[src/rtl/irq_prio_pkg.sv]
package irq_prio_pkg;
  localparam int LINE_CNT = 7;
  localparam int LVL_W    = $clog2(LINE_CNT + 1);
  localparam int PEND_W   = 8;
  localparam int SEL_W    = $clog2(LINE_CNT + 1);

  typedef logic [LINE_CNT-1:0] line_vec_t;
  typedef logic [PEND_W-1:0]   pend_vec_t;
endpackage

[src/rtl/irq_pend_reg.sv]
module irq_pend_reg
  import irq_prio_pkg::*;
(
  input  logic      clk,
  input  logic      rst,
  input  line_vec_t req,
  input  logic      nmi,
  output pend_vec_t pend,
  output line_vec_t rise
);
  pend_vec_t nxt;

  always_comb begin
    nxt = '0;
    nxt[LINE_CNT-1:0] = req;
    nxt[LINE_CNT-1]   = req[LINE_CNT-1] | nmi;
  end

  // a line rises when its pending bit goes from clear to set
  assign rise = rst ? '0 : (nxt[LINE_CNT-1:0] & ~pend[LINE_CNT-1:0]);

  always_ff @(posedge clk) begin
    if (rst) pend <= '0;
    else     pend <= nxt;
  end

  // injection forces the top bit at the next edge
  a_r8_nmi_sets: assert property (@(posedge clk) disable iff (rst)
    nmi |=> pend[LINE_CNT-1]);
  // top bit drops once the line is low and no pulse is present
  a_r8_top_clears: assert property (@(posedge clk) disable iff (rst)
    (!nmi && !req[LINE_CNT-1]) |=> !pend[LINE_CNT-1]);
  // a low line leaves its bit clear
  a_r2_low_clears: assert property (@(posedge clk) disable iff (rst)
    !req[0] |=> !pend[0]);
endmodule

[src/rtl/irq_prio_enc.sv]
module irq_prio_enc
  import irq_prio_pkg::*;
#(
  parameter int VEC_W    = 8,
  parameter int VEC_BASE = 24
) (
  input  pend_vec_t         pend,
  output logic [LVL_W-1:0]  lvl,
  output logic [VEC_W-1:0]  vec
);
  always_comb begin
    lvl = '0;
    vec = '0;
    // ascending scan, later (higher) indices overwrite lower ones
    for (int i = 0; i < LINE_CNT; i++) begin
      if (pend[i]) begin
        lvl = LVL_W'(i + 1);
        vec = VEC_W'(VEC_BASE + i);
      end
    end
  end
endmodule

[src/rtl/irq_stat_ctr.sv]
module irq_stat_ctr
  import irq_prio_pkg::*;
#(
  parameter int CNT_W = 64
) (
  input  logic             clk,
  input  logic             rst,
  input  line_vec_t        rise,
  input  pend_vec_t        pend,
  input  logic [SEL_W-1:0] rd_sel,
  output logic [CNT_W-1:0] rd_data
);
  logic [CNT_W-1:0] cnt_q [LINE_CNT];

  for (genvar g = 0; g < LINE_CNT; g++) begin : g_ctr
    always_ff @(posedge clk) begin
      if (rst)          cnt_q[g] <= '0;
      else if (rise[g]) cnt_q[g] <= cnt_q[g] + CNT_W'(1);
    end

    // a counter moves by at most one per edge
    a_r7_single_step: assert property (@(posedge clk) disable iff (rst)
      1'b1 |=> (cnt_q[g] == $past(cnt_q[g]) ||
                cnt_q[g] == $past(cnt_q[g]) + CNT_W'(1)));
  end

  always_comb begin
    if (int'(rd_sel) < LINE_CNT) rd_data = cnt_q[rd_sel];
    else                         rd_data = CNT_W'(pend);
  end
endmodule

[src/rtl/irq_prio_ctrl.sv]
module irq_prio_ctrl
  import irq_prio_pkg::*;
#(
  parameter int CNT_W    = 64,
  parameter int VEC_W    = 8,
  parameter int VEC_BASE = 24
) (
  input  logic             clk,
  input  logic             rst,
  input  logic [6:0]       irq_req,
  input  logic             nmi_pulse,
  input  logic [2:0]       rd_sel,
  output logic [CNT_W-1:0] rd_data,
  output logic [2:0]       ipl_level,
  output logic [VEC_W-1:0] vec_num
);
  pend_vec_t          pend;
  line_vec_t          rise;
  logic [LVL_W-1:0]   lvl_c;
  logic [VEC_W-1:0]   vec_c;

  irq_pend_reg u_pend (
    .clk (clk), .rst (rst), .req (irq_req), .nmi (nmi_pulse),
    .pend (pend), .rise (rise)
  );

  irq_prio_enc #(.VEC_W(VEC_W), .VEC_BASE(VEC_BASE)) u_enc (
    .pend (pend), .lvl (lvl_c), .vec (vec_c)
  );

  irq_stat_ctr #(.CNT_W(CNT_W)) u_stat (
    .clk (clk), .rst (rst), .rise (rise), .pend (pend),
    .rd_sel (rd_sel), .rd_data (rd_data)
  );

  always_ff @(posedge clk) begin
    if (rst) begin
      ipl_level <= '0;
      vec_num   <= '0;
    end else begin
      ipl_level <= lvl_c;
      vec_num   <= vec_c;
    end
  end

  // empty pending register gives zero outputs one edge later
  a_r6_idle_zero: assert property (@(posedge clk) disable iff (rst)
    (pend == '0) |=> (ipl_level == '0 && vec_num == '0));
  // the top line always wins
  a_r3_top_wins: assert property (@(posedge clk) disable iff (rst)
    pend[LINE_CNT-1] |=> (ipl_level == 3'd7));
  // level and vector name the same line
  a_r5_vec_matches_level: assert property (@(posedge clk) disable iff (rst)
    (ipl_level != '0) |-> (vec_num == VEC_W'(VEC_BASE + int'(ipl_level) - 1)));
  // reset clears outputs
  a_r1_reset_clears: assert property (@(posedge clk)
    rst |=> (ipl_level == '0 && vec_num == '0));
endmodule

[config.mk]
export PLATFORM = sky130hd
export DESIGN_NAME = irq_prio_ctrl
export DESIGN_NICKNAME = d
export VERILOG_FILES = /design/src/rtl/irq_prio_pkg.sv /design/src/rtl/irq_pend_reg.sv /design/src/rtl/irq_prio_enc.sv /design/src/rtl/irq_stat_ctr.sv /design/src/rtl/irq_prio_ctrl.sv
export SDC_FILE = /design/constraint.sdc
export NUM_CORES = 1
export LEC_CHECK = 0
export BUFFER_PORTS_ARGS = -buffer_cell sky130_fd_sc_hd__buf_2
export CORE_MARGIN = 3
export CORE_UTILIZATION = 50
export DETAILED_ROUTE_END_ITERATION = 12
export HOLD_SLACK_MARGIN = 0.12
export PLACE_DENSITY = 0.66
export SETUP_SLACK_MARGIN = 0.2
export SYNTH_ARGS = -nofsm -noshare
export SYNTH_HDL_FRONTEND = slang
export SYNTH_HIERARCHICAL = 1
export SYNTH_SLANG_ARGS = --single-unit
[constraint.sdc]
create_clock -name clk -period 3.4 [get_ports clk]
set_input_delay 0.17 -clock clk [delete_from_list [all_inputs] [get_ports clk]]
set_output_delay 0.17 -clock clk [all_outputs]
set_load 0.005 [all_outputs]
==> results.ini <==
[setup_path]
reg2reg_to = u_stat/cnt_q[3][63]
critPathMaxStageDelay_ps = 860
worstSetupEndpoint = u_stat/cnt_q[3][63]
rrSetupSlack_ps = 490
path_class = register to register
crit_start = u_stat/cnt_q[3][21]
worstPathRequired_ps = 3850
cp_max_fo = 26
worstSetupStartpointType = register
reg2reg_from = u_stat/cnt_q[3][21]
worstPathArrival_ps = 3360
worst_r2r_path_depth = 5
cp_slowest_cell = or4b_1
cp-end-kind = register
cp_cell_sequence = nand4_2, nor4_2, or4b_1, or4_1, a21oi_1

[cts]
cts_inserted_buffers = 54
clock_sinks = 466
insertion_delay_ps = 620
cts_tree = done
path_clk_slew_ps = 60
cts_root_buffer = clkbuf_16
cts_buffer_depth = 3
h-tree-depth = 2

[drt]
viasPerCell = 6.46
met3_length_um = 7570
top_layer_used = met4
wl_um = 86200
wl_met1_um = 36200
routed-via-count = 24900
route.detailed.drc = 0
antenna_left = 0
drt-wirelength-per-cell_um = 22.4
met2_length_um = 38700
drt_iter0_markers = 2916
drt_pass1_iterations = 6

[cells_and_area]
fillers = 5020
final_common_cell = edfxtp_1
most-common-layout-cells = edfxtp_1, nor2_1, nand2_1
final_cell_area_mm2 = 0.0330
nets = 3064
area_growth_pct = 11.3
drive_above_1_share = 0.143
antenna_cells = 0
instances_no_fill = 3850
post-route-util = 0.568

[floorplanning]
rows = 88
core_mm2 = 0.0581
initial_core_util = 0.510
ios = 88
die_x_um = 250
die_h_um = 250
dieArea_mm2 = 0.0623

[place]
hpwlAfterDp_um = 62900
port_buffers = 87
placed_area_mm2 = 0.0312
gp_congestion = 0.954
placedCellCount = 3743

[logic_synthesis]
synth-seq-cells = 466
syn_inst = 2966
syn_avg_cell_area_um2 = 10.0
synth-edff-count = 448
syn_area_mm2 = 0.0297
ys_types = 66
synth_top_area_share = 0.454
seq_area_frac_synth = 0.466
synthTopCellsByArea = edfxtp_1, mux4_2, nor2_1
yosysWarnings = 6
ys.flop_type = edfxtp_1
synth_top_cell_by_area = edfxtp_1
ys_async_sr_fraction = 0

[timing]
drv_slew = 0
worst-slew-pin-transition_ps = 967
max_freq_mhz = 344
hold_viol_final = 0
fin_crit_ps = 2910
finalCritPeriodShare = 0.855
setup-violations-final = 0
tns_ps = 0
grt_setup_unrepaired = no
relSlewSlack = 0.355
skew_ps = 20.9

[global_routing]
grt_max_degree = 70
grt_pass1_wl_um = 133000
grt_overflow = 0
first_global_vias = 22800
grt_usage = 0.269
antenna_found_initial = 1

[power]
power.leakage_nw = 10.4
p_per_area_mw_per_mm2 = 434
ir_drop_v = 0.000399

[flow_run]
cap_violations = 0

[outcome]
status = completed

[worst_hold_path]
min_path_type = input pin to register

-- state kept, by name, summed over array words and instances, names as in the netlist --
register / count
ipl_level: 3
u_stat/cnt_q: 448
u_pend/pend: 7
vec_num: 8
-- routing by layer --
metal  vias to the layer above  GRT usage
li1                      11400          -
met1                     12100      0.385
met2                      1142      0.411
met3                       177     0.0391
met4                         0      0.110
met5                         -          0
-- cells in the mapped netlist, types with 43 or more instances --
| master | instances |
|---|---|
| edfxtp_1 | 448 |
| nor2_1 | 327 |
| nand2_1 | 229 |
| o21ai_0 | 189 |
| a21oi_1 | 181 |
| nand3_1 | 171 |
| nand4_1 | 169 |
| or3_1 | 131 |
| xor2_1 | 128 |
| clkbuf_1 | 114 |
| xnor2_1 | 114 |
| nor4_1 | 67 |
| mux4_2 | 64 |
| mux2_2 | 63 |
| inv_1 | 62 |
| or4_1 | 62 |
| mux2i_1 | 57 |
| nor3_1 | 52 |
| o31ai_1 | 43 |
-- kinds of logic after synthesis --
| group | count (synthesis) | share of synthesized area |
|---|---|---|
| simple gates | 1397 | 0.254 |
| compound gates | 457 | 0.0850 |
| mux | 184 | 0.0918 |
| fa+ha+maj | 7 | 0.00295 |
| xor+xnor | 242 | 0.0715 |
| other cells | 2 | 0.000253 |
| buf+inv | 211 | 0.0285 |
| flops | 466 | 0.466 |
-- repair_timing --
action                    4_1_cts  5_1_grt
setup buffers                   0        0
hold endpoints to repair       12        0
hold buffers                   10        0
gates resized for setup         0        0
-- area by class of cell --
class / instances / area [um2] / share of cell area
sequential: 466 / 13800 / 0.419
clock inverter: 18 / 82.6 / 0.00250
tap: 765 / 957 / 0.0290
clock buffer: 79 / 1650 / 0.0501
timing repair buffer: 169 / 1230 / 0.0372
multi-input combinational: 2291 / 15000 / 0.456
inverter: 62 / 233 / 0.00705
-- critical path, delay by kind of cell (launching register included) --
family / cells / cell delay (ps)
and+or+nand+nor: 4 / 2110
DFF: 1 / 480
AOI/OAI and AO/OA: 1 / 160
-- per-stage QoR --
| step | power (mW) | hold WS, ps | worst slack (ps) |
|---|---|---|---|
| 3_3_place_gp | 8.59 | 400 | 610 |
| 2_1_floorplan | 8.00 | 242 | 1040 |
| 3_5_place_dp | 8.64 | 406 | 552 |
| 6_report | 14.3 | 335 | 492 |
| 5_1_grt | 14.9 | 332 | 324 |
| 4_1_cts | 14.4 | 292 | 516 |
-- worst min-delay path by stage --
stage                     from        endpoint  cells past startpoint
floorplan                  rst  u_pend/pend[6]                      1
global placement    irq_req[6]  u_pend/pend[6]                      3
detailed placement   nmi_pulse  u_pend/pend[6]                      3
CTS                 irq_req[3]  u_pend/pend[3]                      3
global route        irq_req[2]  u_pend/pend[2]                      3
finish              irq_req[5]  u_pend/pend[5]                      3
-- report_power, final --
part	internal, mW	switching (mW)	total [mW]	leakage (nW)
logic	0.580	0.784	1.36	4.61
registers	6.68	0.530	7.21	4.90
clock network	3.34	2.41	5.75	0.864
total	10.6	3.72	14.3	10.4
Note: power is estimated with default switching activity, not from simulation.
